### src/rtl/lkpair_pkg.sv
// Shared types for the locked pair sequencer.
package lkpair_pkg;

    // Sequencer states; each bus cycle has an address clock and a wait clock.
    typedef enum logic [3:0] {
        ST_IDLE,
        ST_RD_ADS,
        ST_RD_WAIT,
        ST_WR_ADS,
        ST_WR_WAIT,
        ST_WB_ADS,
        ST_WB_WAIT,
        ST_BOFF,
        ST_DONE
    } seq_state_e;

    // Which kind of cycle is (or was) on the bus.
    typedef enum logic [1:0] {
        PH_RD,
        PH_WR,
        PH_WB
    } phase_e;

endpackage

### src/rtl/lkpair_ctrl.sv
// Control sequencer for the locked pair.
// Walks read -> write under lock. On backoff it parks in ST_BOFF and
// remembers which cycle to replay. A snoop hit taken in ST_BOFF queues a
// writeback, which is issued before the replay.
// Assumes: bus_rdy_n is only meaningful in wait clocks; the first snoop hit
// per backoff window is the one kept.
module lkpair_ctrl
    import lkpair_pkg::*;
(
    input  logic       clk,
    input  logic       rst_n,
    input  logic       req_valid,
    input  logic       boff_n,
    input  logic       rdy_n,
    input  logic       snp_hitm,
    output seq_state_e state_o,
    output logic       accept_o,
    output logic       rd_cap_o,
    output logic       wb_cap_o
);

    seq_state_e st_q, st_d;
    phase_e     resume_q, resume_d;
    logic       wb_pend_q, wb_pend_d;

    // Cycle kind belonging to an active bus state.
    function automatic phase_e phase_of(input seq_state_e s);
        phase_e p;
        case (s)
            ST_RD_ADS, ST_RD_WAIT: p = PH_RD;
            ST_WR_ADS, ST_WR_WAIT: p = PH_WR;
            default:               p = PH_WB;
        endcase
        return p;
    endfunction

    // Address-clock state that starts a cycle of the given kind.
    function automatic seq_state_e ads_of(input phase_e p);
        seq_state_e s;
        case (p)
            PH_RD:   s = ST_RD_ADS;
            PH_WR:   s = ST_WR_ADS;
            default: s = ST_WB_ADS;
        endcase
        return s;
    endfunction

    // Next-state, resume and writeback-pending decisions.
    always_comb begin
        st_d      = st_q;
        resume_d  = resume_q;
        wb_pend_d = wb_pend_q;
        accept_o  = 1'b0;
        rd_cap_o  = 1'b0;
        wb_cap_o  = 1'b0;
        case (st_q)
            ST_IDLE: begin
                if (req_valid && boff_n) begin
                    st_d     = ST_RD_ADS;
                    accept_o = 1'b1;
                end
            end
            ST_RD_ADS, ST_WR_ADS, ST_WB_ADS: begin
                if (!boff_n) begin
                    st_d = ST_BOFF;
                    if (st_q != ST_WB_ADS) begin
                        resume_d = phase_of(st_q);
                    end
                end else if (st_q == ST_RD_ADS) begin
                    st_d = ST_RD_WAIT;
                end else if (st_q == ST_WR_ADS) begin
                    st_d = ST_WR_WAIT;
                end else begin
                    st_d = ST_WB_WAIT;
                end
            end
            ST_RD_WAIT, ST_WR_WAIT, ST_WB_WAIT: begin
                if (!boff_n) begin
                    st_d = ST_BOFF;
                    if (st_q != ST_WB_WAIT) begin
                        resume_d = phase_of(st_q);
                    end
                end else if (!rdy_n) begin
                    if (st_q == ST_RD_WAIT) begin
                        st_d     = ST_WR_ADS;
                        rd_cap_o = 1'b1;
                    end else if (st_q == ST_WR_WAIT) begin
                        st_d = ST_DONE;
                    end else begin
                        st_d      = ads_of(resume_q);
                        wb_pend_d = 1'b0;
                    end
                end
            end
            ST_BOFF: begin
                if (!boff_n) begin
                    if (snp_hitm && !wb_pend_q) begin
                        wb_pend_d = 1'b1;
                        wb_cap_o  = 1'b1;
                    end
                end else if (wb_pend_q) begin
                    st_d = ST_WB_ADS;
                end else begin
                    st_d = ads_of(resume_q);
                end
            end
            ST_DONE: st_d = ST_IDLE;
            default: st_d = ST_IDLE;
        endcase
    end

    // State registers with synchronous reset.
    always_ff @(posedge clk) begin
        if (!rst_n) begin
            st_q      <= ST_IDLE;
            resume_q  <= PH_RD;
            wb_pend_q <= 1'b0;
        end else begin
            st_q      <= st_d;
            resume_q  <= resume_d;
            wb_pend_q <= wb_pend_d;
        end
    end

    assign state_o = st_q;

endmodule

### src/rtl/lkpair_hold.sv
// Holding registers for the locked pair.
// Keeps the accepted request for replay, the snooped modified line for the
// writeback, and the read result for the requester.
// Assumes the load strobes come from lkpair_ctrl and are mutually exclusive.
module lkpair_hold #(
    parameter int AW  = 32,
    parameter int DW  = 64,
    parameter int BEW = DW / 8
) (
    input  logic           clk,
    input  logic           rst_n,
    input  logic           accept,
    input  logic           rd_cap,
    input  logic           wb_cap,
    input  logic [AW-1:0]  req_addr,
    input  logic [BEW-1:0] req_be,
    input  logic [DW-1:0]  req_wdata,
    input  logic [DW-1:0]  bus_din,
    input  logic [AW-1:0]  snp_addr,
    input  logic [DW-1:0]  snp_data,
    output logic [AW-1:0]  sv_addr,
    output logic [BEW-1:0] sv_be,
    output logic [DW-1:0]  sv_wdata,
    output logic [AW-1:0]  wb_addr,
    output logic [DW-1:0]  wb_data,
    output logic [DW-1:0]  rd_data
);

    // Request copy, loaded once per accepted pair.
    always_ff @(posedge clk) begin
        if (!rst_n) begin
            sv_addr  <= '0;
            sv_be    <= '0;
            sv_wdata <= '0;
        end else if (accept) begin
            sv_addr  <= req_addr;
            sv_be    <= req_be;
            sv_wdata <= req_wdata;
        end
    end

    // Modified line captured from the snoop during backoff.
    always_ff @(posedge clk) begin
        if (!rst_n) begin
            wb_addr <= '0;
            wb_data <= '0;
        end else if (wb_cap) begin
            wb_addr <= snp_addr;
            wb_data <= snp_data;
        end
    end

    // Read data captured when the read half completes.
    always_ff @(posedge clk) begin
        if (!rst_n) begin
            rd_data <= '0;
        end else if (rd_cap) begin
            rd_data <= bus_din;
        end
    end

endmodule

### src/rtl/lkpair_drive.sv
// Bus output decode for the locked pair.
// Every output is a decode of the registered state, so the pins change one
// clock after the deciding edge. Values are parked at idle levels whenever
// the enables are low.
module lkpair_drive
    import lkpair_pkg::*;
#(
    parameter int AW  = 32,
    parameter int DW  = 64,
    parameter int BEW = DW / 8
) (
    input  seq_state_e     state,
    input  logic [AW-1:0]  sv_addr,
    input  logic [BEW-1:0] sv_be,
    input  logic [DW-1:0]  sv_wdata,
    input  logic [AW-1:0]  wb_addr,
    input  logic [DW-1:0]  wb_data,
    output logic           busy,
    output logic           done,
    output logic           bus_oe,
    output logic           bus_dout_oe,
    output logic           bus_ads_n,
    output logic           bus_lock_n,
    output logic           bus_wr,
    output logic [AW-1:0]  bus_addr,
    output logic [BEW-1:0] bus_be,
    output logic [DW-1:0]  bus_dout
);

    // Decode pins from state and the holding registers.
    always_comb begin
        busy        = (state != ST_IDLE);
        done        = (state == ST_DONE);
        bus_oe      = 1'b0;
        bus_dout_oe = 1'b0;
        bus_ads_n   = 1'b1;
        bus_lock_n  = 1'b1;
        bus_wr      = 1'b0;
        bus_addr    = '0;
        bus_be      = '0;
        bus_dout    = '0;
        case (state)
            ST_RD_ADS, ST_RD_WAIT: begin
                bus_oe     = 1'b1;
                bus_lock_n = 1'b0;
                bus_ads_n  = (state != ST_RD_ADS);
                bus_addr   = sv_addr;
                bus_be     = sv_be;
            end
            ST_WR_ADS, ST_WR_WAIT: begin
                bus_oe      = 1'b1;
                bus_dout_oe = 1'b1;
                bus_lock_n  = 1'b0;
                bus_wr      = 1'b1;
                bus_ads_n   = (state != ST_WR_ADS);
                bus_addr    = sv_addr;
                bus_be      = sv_be;
                bus_dout    = sv_wdata;
            end
            ST_WB_ADS, ST_WB_WAIT: begin
                bus_oe      = 1'b1;
                bus_dout_oe = 1'b1;
                bus_lock_n  = 1'b0;
                bus_wr      = 1'b1;
                bus_ads_n   = (state != ST_WB_ADS);
                bus_addr    = wb_addr;
                bus_be      = '1;
                bus_dout    = wb_data;
            end
            default: begin
                bus_oe = 1'b0;
            end
        endcase
    end

endmodule

### src/rtl/lkpair_seq.sv
// Locked pair backoff sequencer, top level.
// Issues a locked read then write. Floats on backoff, writes back a snooped
// modified line under lock, and replays the aborted cycle on release.
// Assumes the system keeps the locked location unchanged while this block
// is backed off.
module lkpair_seq
    import lkpair_pkg::*;
#(
    parameter int AW  = 32,
    parameter int DW  = 64,
    parameter int BEW = DW / 8
) (
    input  logic           clk,
    input  logic           rst_n,
    input  logic           req_valid,
    input  logic [AW-1:0]  req_addr,
    input  logic [BEW-1:0] req_be,
    input  logic [DW-1:0]  req_wdata,
    output logic           busy,
    output logic           done,
    output logic [DW-1:0]  rdata,
    output logic           bus_oe,
    output logic           bus_dout_oe,
    output logic           bus_ads_n,
    output logic           bus_lock_n,
    output logic           bus_wr,
    output logic [AW-1:0]  bus_addr,
    output logic [BEW-1:0] bus_be,
    output logic [DW-1:0]  bus_dout,
    input  logic [DW-1:0]  bus_din,
    input  logic           bus_rdy_n,
    input  logic           bus_boff_n,
    input  logic           snp_hitm,
    input  logic [AW-1:0]  snp_addr,
    input  logic [DW-1:0]  snp_data
);

    seq_state_e     state;
    logic           accept, rd_cap, wb_cap;
    logic [AW-1:0]  sv_addr, wb_addr;
    logic [BEW-1:0] sv_be;
    logic [DW-1:0]  sv_wdata, wb_data;

    lkpair_ctrl u_ctrl (
        .clk      (clk),
        .rst_n    (rst_n),
        .req_valid(req_valid),
        .boff_n   (bus_boff_n),
        .rdy_n    (bus_rdy_n),
        .snp_hitm (snp_hitm),
        .state_o  (state),
        .accept_o (accept),
        .rd_cap_o (rd_cap),
        .wb_cap_o (wb_cap)
    );

    lkpair_hold #(.AW(AW), .DW(DW), .BEW(BEW)) u_hold (
        .clk      (clk),
        .rst_n    (rst_n),
        .accept   (accept),
        .rd_cap   (rd_cap),
        .wb_cap   (wb_cap),
        .req_addr (req_addr),
        .req_be   (req_be),
        .req_wdata(req_wdata),
        .bus_din  (bus_din),
        .snp_addr (snp_addr),
        .snp_data (snp_data),
        .sv_addr  (sv_addr),
        .sv_be    (sv_be),
        .sv_wdata (sv_wdata),
        .wb_addr  (wb_addr),
        .wb_data  (wb_data),
        .rd_data  (rdata)
    );

    lkpair_drive #(.AW(AW), .DW(DW), .BEW(BEW)) u_drive (
        .state      (state),
        .sv_addr    (sv_addr),
        .sv_be      (sv_be),
        .sv_wdata   (sv_wdata),
        .wb_addr    (wb_addr),
        .wb_data    (wb_data),
        .busy       (busy),
        .done       (done),
        .bus_oe     (bus_oe),
        .bus_dout_oe(bus_dout_oe),
        .bus_ads_n  (bus_ads_n),
        .bus_lock_n (bus_lock_n),
        .bus_wr     (bus_wr),
        .bus_addr   (bus_addr),
        .bus_be     (bus_be),
        .bus_dout   (bus_dout)
    );

endmodule

### config.mk
export PLATFORM = sky130hd
export DESIGN_NAME = lkpair_seq
export DESIGN_NICKNAME = d
export VERILOG_FILES = /design/src/rtl/lkpair_pkg.sv /design/src/rtl/lkpair_ctrl.sv /design/src/rtl/lkpair_hold.sv /design/src/rtl/lkpair_drive.sv /design/src/rtl/lkpair_seq.sv
export SDC_FILE = /design/constraint.sdc
export NUM_CORES = 1
export LEC_CHECK = 0
export CORE_MARGIN = 8
export CORE_UTILIZATION = 38
export DETAILED_ROUTE_END_ITERATION = 6
export GPL_ROUTABILITY_DRIVEN = 0
export PLACE_DENSITY = 0.7
export SLEW_MARGIN = 0
export SYNTH_ARGS = -nofsm -noshare
export SYNTH_HDL_FRONTEND = slang
export SYNTH_SLANG_ARGS = --single-unit
### constraint.sdc
create_clock -name clk -period 3.47 [get_ports clk]
set_input_delay 0.694 -clock clk [delete_from_list [all_inputs] [get_ports clk]]
set_output_delay 0.694 -clock clk [all_outputs]
set_load 0.005 [all_outputs]
==> results.json, run 1 <==
{
  "worst-endpoint-arrival_ps": 2720,
  "drc_errors": 0,
  "vdd.ir_drop.worst_mv": 0.3475,
  "worst_skew_pair.late_latency_ps": 550,
  "timing.hold.worst.class": "flip-flop to flip-flop",
  "layout.core_utilization": 0.6041,
  "timing.rr.end": "u_ctrl.resume_q[0]",
  "min-delay-start": "u_hold.rd_data[0]",
  "yosysTopAreaCell": "sky130_fd_sc_hd__dfxtp_1",
  "cts_root_buffer": "sky130_fd_sc_hd__clkbuf_16",
  "groute.layer.met2.usage": 0.3945,
  "critical_path.startpoint_type": "flip-flop",
  "whs_ps": 451.5,
  "fp.dieArea_um2": 33600,
  "setup_repair_after_global_routing_missed_its_margin": "yes",
  "cellLeakagePower_nw": 6.012,
  "globalRouteMet1Util": 0.2626,
  "finalCritPeriodShare": 0.9852,
  "final_nets": 2023,
  "grt_overall_usage": 0.2299,
  "synth_sequential_area_ratio": 0.5101,
  "deepest_clock_path_buffer_count": 3,
  "power.density_nw_per_um2": 451.7,
  "first_pass_grt_wire_length_mm": 61.68,
  "postSynthAreaPerCell_um2": 7.861,
  "drt-vias-per-instance": 5.117,
  "fmax_mhz": 292.5,
  "drtAntennaViolNets": 0,
  "timing.final.hold_violations": 0,
  "dp_hpwl_mm": 28.13,
  "ios": 445,
  "hold_crit_depth": 2,
  "r2r-start": "u_ctrl.state_o[1]",
  "hold-path-endpoint": "u_hold.rd_data[0]",
  "number_of_global_route_vias_before_repair": 10840,
  "synth.distinct_cells": 46,
  "cts-buffers-inserted": 31,
  "h-tree-depth": 1,
  "run_status": "finished, final reports clean",
  "ys_seq_elements": 271,
  "chip_width_um": 183.3,
  "period_minus_slack_ps": 3419,
  "synth.area.top_cells": "sky130_fd_sc_hd__dfxtp_1 51%, sky130_fd_sc_hd__nand2_1 19%, sky130_fd_sc_hd__a21oi_1 13%, sky130_fd_sc_hd__a22o_1 7.9%, sky130_fd_sc_hd__clkbuf_1 2.4%",
  "grt_antenna_before_repair": 5,
  "drt_pass1_iterations": 5,
  "worstPathRequired_ps": 2780,
  "synthesis.nets": 1623,
  "initialDrtViolationCount": 693,
  "maxCapViolCount": 0,
  "worst-path-max-fanout": 9,
  "setup-violations-final": 0,
  "post_synthesis_cell_count": 1353,
  "cts.clk_slew.worst_paths_ps": 60,
  "maxSlewViolCount": 0,
  "filler_cell_count": 2513,
  "max_slew_headroom_at_the_worst_pin": 0.5327,
  "post_synth_instance_area_um2": 10640,
  "core_area_um2": 27710,
  "cts_tree": "yes",
  "most_crowded_layer_after_global_routing": "met2",
  "regToRegSetupSlack_ps": 1440,
  "clock_sink_count": 271,
  "total_detailed_routing_wirelength_mm": 41.66,
  "finClkSkew_ps": 11.21,
  "grt_start_max_net_pins": 103,
  "area_growth_syn_to_layout_pct": 57.36,
  "count_of_yosys_warnings_during_synthesis": 0,
  "synth_top_area_frac": 0.5101,
  "number_of_i_o_port_buffers": 444,
  "endpoint_type_of_the_worst_setup_path": "output port",
  "tightestPinTransition_ps": 701.0,
  "die_height_um": 183.3,
  "setup_slack_ps": 51.20,
  "grtUsageMet3": 0.06272,
  "worstRegToRegCells": 8,
  "pre_cts_setup_slack_ps": 461.4,
  "detailroute.via_count": 11040,
  "globalRoute.totalOverflow": 0,
  "wire_per_inst_um": 19.30,
  "initial_core_utilization": 0.3839,
  "worst-setup-path-type": "flip-flop to output port",
  "drive_gt1_frac": 0.06085,
  "floorplan.rows": 61
}
## power by group
part,switching (mW),internal (mW),leakage [nW]
logic,0.447,0.541,3.31
clock network,1.30,2.01,0.505
registers,0.0650,3.21,2.20
## flip-flops by register name, summed over array words and instances (netlist names)
name              cells
u_ctrl.state_o        4
u_hold.wb_addr       32
u_ctrl.resume_q       2
u_hold.wb_data       64
u_hold.rd_data       64
u_hold.sv_wdata      64
u_ctrl.wb_pend_q      1
u_hold.sv_be          8
u_hold.sv_addr       32
## final cells by class
type                            count  area, um^2  share of cell area
Sequential cell                   271        5434              0.3247
Inverter                            3       18.77            0.001121
Multi-Input combinational cell    964        4736              0.2829
Clock buffer                       45       898.4             0.05367
Clock inverter                     10       136.4            0.008148
Tap cell                          378       473.0             0.02826
Timing Repair Buffer              482        5029              0.3004
Antenna cell                        5       12.51           0.0007476
## layout by cell type, fill, tap and decap left out, types with 3 or more instances in the layout
cell and count:
sky130_fd_sc_hd__clkbuf_8 7, sky130_fd_sc_hd__clkinv_2 4, sky130_fd_sc_hd__nand2_1 539, sky130_fd_sc_hd__nor2_1 4, sky130_fd_sc_hd__dfxtp_1 268, sky130_fd_sc_hd__bufinv_16 3, sky130_fd_sc_hd__buf_4 17, sky130_fd_sc_hd__clkdlybuf4s50_1 434
sky130_fd_sc_hd__a22o_1 95, sky130_fd_sc_hd__clkbuf_1 7, sky130_fd_sc_hd__dlymetal6s2s_1 9, sky130_fd_sc_hd__a21oi_1 265, sky130_fd_sc_hd__diode_2 5, sky130_fd_sc_hd__nor2b_1 3, sky130_fd_sc_hd__clkbuf_16 33, sky130_fd_sc_hd__buf_12 13
sky130_fd_sc_hd__a21o_1 9
## how the worst max path moves through the flow
| stage | end | depth (start not counted) | from |
|---|---|---|---|
| after floorplan | bus_wr | 7 | u_ctrl.state_o[0] |
| after CTS | bus_dout[4] | 6 | u_ctrl.state_o[1] |
| after global routing | bus_dout[54] | 7 | u_ctrl.state_o[1] |
| final | bus_dout[54] | 7 | u_ctrl.state_o[1] |
| after detailed placement | bus_addr[11] | 5 | u_ctrl.state_o[0] |
| after global placement | bus_addr[11] | 5 | u_ctrl.state_o[0] |
## routing by layer
| metal | share of wire | routed length (um) |
|---|---|---|
| met1 | 0.39 | 16250 |
| met2 | 0.48 | 19890 |
| met4 | 0.052 | 2176 |
| met5 | 0 | 0 |
| met3 | 0.080 | 3341 |
## cells in the mapped netlist (all sizes together)
cell / n
a41o: 1
o311ai: 2
a21o: 9
nand2b: 1
xor2: 1
buf: 49
a22o: 96
nor4: 1
a31oi: 1
inv: 3
o21ai: 1
nor2: 5
o21bai: 1
nand3: 2
nand4: 1
or3b: 2
and2: 2
nor3b: 2
nand4b: 1
nand4bb: 1
clkbuf: 68
nor2b: 4
nand2: 540
and3: 1
a32oi: 2
nor3: 2
o22a: 1
o211ai: 1
nor4bb: 1
o221ai: 2
nor4b: 2
nand3b: 2
a21boi: 2
o22ai: 2
or2: 1
a21oi: 266
or3: 1
dfxtp: 271
o311a: 1
o41ai: 1
## through the flow
step / cell area, um^2 / instances / TNS, ps / total power [mW]
after detailed placement: 15400 / 2084 / 0 / 4.254
after global routing: 16740 / 2158 / -230.8 / 7.825
after floorplan: 10640 / 1353 / 0 / 3.689
after global placement: 15400 / 2084 / 0 / 4.243
after CTS: 16580 / 2145 / -2104 / 7.604
final: 16740 / 2158 / 0 / 7.560
## worst max-delay path, cell delays in order (launching register included)
cell and delay [ps]:
sky130_fd_sc_hd__dfxtp_4 380, sky130_fd_sc_hd__buf_6 140, sky130_fd_sc_hd__or3b_4 380, sky130_fd_sc_hd__a21oi_4 270
sky130_fd_sc_hd__buf_4 170, sky130_fd_sc_hd__buf_12 130, sky130_fd_sc_hd__a22o_1 180, sky130_fd_sc_hd__clkdlybuf4s50_1 520
## what timing repair did
| item | CTS | global route |
|---|---|---|
| buffers inserted | 1 | 6 |
| hold buffers | 0 | 0 |
| pin swaps | 0 | 1 |
| endpoints found under the setup margin | 83 | 79 |
| resized for setup | 7 | 19 |
| gates cloned | 5 | 2 |
## cell families after synthesis
family,share of synthesized area
flops,0.5101
buf+inv,0.05141
xor+xnor,0.0008236
compound gates,0.2248
simple gates,0.2129
Note: power is estimated with default switching activity, not from simulation.
==> run 2: changes to the inputs <==
PLACE_DENSITY = 0.64   (was 0.7)
SYNTH_HIERARCHICAL = 1   (was default)
==> results.json, run 2 <==
{
  "run_status": "finished, final reports clean",
  "finalSetupTns_ps": 0,
  "cts_tree": "yes",
  "core_area_um2": 39550,
  "ys_async_sr_fraction": 0,
  "vdd.ir_drop.worst_mv": 0.3966,
  "critPathSlowestCell": "sky130_fd_sc_hd__clkdlybuf4s50_1",
  "fmax_mhz": 298.9,
  "setup-violations-final": 0,
  "finClkSkew_ps": 10.32,
  "worst-setup-path-type": "flip-flop to output port",
  "finalCritPeriodShare": 0.9643,
  "wire_per_inst_um": 20.70,
  "drc_errors": 0,
  "synth_sequential_area_ratio": 0.3584,
  "power.density_nw_per_um2": 510.7,
  "endpoint_type_of_the_worst_setup_path": "output port",
  "max_slew_headroom_at_the_worst_pin": 0.6387,
  "combPwrFrac": 0.326,
  "max_stage_delay_ps": 600,
  "synth_top_area_frac": 0.3584,
  "chip_width_um": 215.6,
  "cts.clk_slew.worst_paths_ps": 50,
  "synth.top_cells.by_count": "363 x sky130_fd_sc_hd__nor2b_1, 271 x sky130_fd_sc_hd__dfxtp_1, 264 x sky130_fd_sc_hd__mux2i_1",
  "maxSlewViolCount": 0,
  "clock_sink_count": 271,
  "cellLeakagePower_nw": 6.910,
  "worst_skew_pair.late_latency_ps": 520,
  "timing.hold.worst.class": "flip-flop to flip-flop",
  "synth_most_common_cell": "sky130_fd_sc_hd__nor2b_1",
  "period_minus_slack_ps": 3346,
  "synthesis.nets": 1820,
  "first_pass_grt_wire_length_mm": 76.65,
  "initialDrtViolationCount": 826,
  "yosysTopAreaCell": "sky130_fd_sc_hd__dfxtp_1",
  "h-tree-depth": 2,
  "count_of_yosys_warnings_during_synthesis": 6,
  "grt_antenna_before_repair": 8,
  "power.total_mw": 10.72,
  "number_of_i_o_port_buffers": 444,
  "number_of_global_route_vias_before_repair": 12800,
  "final_nets": 2196,
  "power.sequential.fraction": 0.330,
  "critical_path.startpoint_type": "flip-flop",
  "critical_path_depth": 6,
  "drtAntennaViolNets": 0,
  "cts_root_buffer": "sky130_fd_sc_hd__clkbuf_16",
  "synth.area.top_cells": "sky130_fd_sc_hd__dfxtp_1 36%, sky130_fd_sc_hd__mux2i_1 17%, sky130_fd_sc_hd__nor2b_1 15%, sky130_fd_sc_hd__mux2_2 5.0%, sky130_fd_sc_hd__a32oi_1 3.7%",
  "path_buf_inv": 3,
  "dp_hpwl_mm": 34.00,
  "worst-endpoint-arrival_ps": 2650,
  "detailroute.via_count": 12700,
  "p_int_mw": 7.285,
  "cts-buffers-inserted": 35,
  "setup_repair_after_global_routing_missed_its_margin": "no",
  "tightestPinTransition_ps": 542.0,
  "maxCapViolCount": 0,
  "timing.final.hold_violations": 0,
  "layout_top_registers": "u_hold/rd_data: 64 flops, u_hold/sv_wdata: 64 flops, u_hold/wb_data: 64 flops",
  "worstPathRequired_ps": 2780,
  "grt_start_max_net_pins": 123,
  "die_height_um": 215.6,
  "drt_pass1_iterations": 5,
  "drt-vias-per-instance": 5.123,
  "postSynthAreaPerCell_um2": 9.767,
  "switching_share": 0.3201,
  "globalRoute.totalOverflow": 0,
  "critical-path-top-delay-family": "buffers and inverters",
  "floorplan.rows": 73,
  "deepest_clock_path_buffer_count": 3,
  "hold_crit_depth": 2,
  "cts.hold.buffers_added": 0,
  "worst-path-max-fanout": 33,
  "crit_chain": "buf_16, nor2b_2, buf_4, nand2_1, o221ai_2, clkdlybuf4s50_1",
  "synthFlopType": "sky130_fd_sc_hd__dfxtp_1",
  "synth_enable_flop_cells": 0,
  "initial_core_utilization": 0.3828,
  "synth.distinct_cells": 49,
  "post_synthesis_cell_count": 1550,
  "worstRegToRegCells": 7,
  "final_cell_mix": "443 x sky130_fd_sc_hd__clkdlybuf4s50_1, 361 x sky130_fd_sc_hd__nor2b_1, 267 x sky130_fd_sc_hd__dfxtp_1",
  "drive_gt1_frac": 0.1270,
  "area_growth_syn_to_layout_pct": 38.59,
  "total_detailed_routing_wirelength_mm": 51.29,
  "grt_overall_usage": 0.2040,
  "leading_cell_type_in_the_layout_fill_and_taps_excluded": "sky130_fd_sc_hd__clkdlybuf4s50_1",
  "power_switching_mw": 3.430,
  "fraction_of_power_consumed_by_the_clock_network": 0.344,
  "post_synth_instance_area_um2": 15140,
  "ios": 445,
  "fp.dieArea_um2": 46480,
  "ys_seq_elements": 271
}
[run 2: cell count changes after synthesis, sizes merged, moves of 13 or more]
cell,delta
a21oi,-155
a22o,-96
a32oi,+62
buf,+53
clkbuf,-26
mux2,+96
mux2i,+264
nand2,-408
nor2,+13
nor2b,+359
o221ai,+30
[run 2: worst paths after layout]
| check | from | end | slack, ps |
|---|---|---|---|
| min | u_ctrl/resume_q[1] | u_ctrl/resume_q[1] | 500 |
| min reg2reg | u_ctrl/resume_q[1] | u_ctrl/resume_q[1] | 500 |
| max | u_ctrl/state_o[1] | bus_addr[0] | 120 |
| max reg2reg | u_ctrl/state_o[2] | u_hold/wb_data[26] | 1010 |
[run 2: per-stage QoR]
stage | setup WS (ps) | instance area [um^2] | std cells | hold slack [ps] | utilization
global route | 25.52 | 20980 | 2478 | 509.9 | 0.5305
CTS | 5.573 | 20880 | 2466 | 477.0 | 0.5280
detailed placement | 455.5 | 19720 | 2410 | 469.6 | 0.4986
finish | 123.9 | 20980 | 2478 | 498.1 | 0.5305
floorplan | 1457 | 15140 | 1550 | 433.7 | -
global placement | 453.1 | 19720 | 2410 | 459.1 | 0.4986
[run 2: kinds of logic after synthesis]
| logic type | after synthesis | synth area share |
|---|---|---|
| buffers and inverters | 145 | 0.06868 |
| muxes | 360 | 0.2532 |
| xor gates and xnor gates | 2 | 0.001157 |
| and+or+nand+nor | 549 | 0.2057 |
| AOI/OAI and AO/OA | 223 | 0.1129 |
| DFF | 271 | 0.3584 |
[run 2: area by class of cell]
class                      instances  area, um^2
timing repair buffer             482        4997
antenna                            8       20.02
clock buffer                      51        1049
tap                              525       656.9
clock inverter                     5       106.4
fill                            3591       18570
sequential                       271        5438
inverter                           1       3.754
multi-input combinational       1135        8710
[run 2: worst reg2reg max path, cell delays in order, from the launching register on]
cell and delay [ps]:
sky130_fd_sc_hd__dfxtp_4 520, sky130_fd_sc_hd__clkbuf_16 360, sky130_fd_sc_hd__and2b_2 250, sky130_fd_sc_hd__nand4_1 160, sky130_fd_sc_hd__nor2_4 420, sky130_fd_sc_hd__buf_12 320, sky130_fd_sc_hd__mux2i_1 270, sky130_fd_sc_hd__nor2b_1 60
[run 2: power by group through the flow]
stage	Clock (mW)	Sequential (mW)	Combinational, mW
2_1_floorplan	0	3.51	2.33
3_3_place_gp	0	3.58	3.36
3_5_place_dp	0	3.60	3.39
4_1_cts	3.79	3.53	3.40
5_1_grt	3.91	3.57	3.72
6_report	3.68	3.54	3.49
[run 2: what timing repair did]
item                                    in CTS  in global routing
gates cloned                                 0                  3
endpoints found under the setup margin      13                 18
pin swaps                                    1                  1
resized for setup                            2                  1
buffers inserted                             0                  1
[run 2: routing by layer]
metal	global-route usage	part of all wire	vias to the layer above
li1	-	-	6152
met1	0.2590	0.44	6050
met2	0.3310	0.47	421
met3	0.04867	0.061	72
met4	0.07853	0.026	0
met5	0	0	-
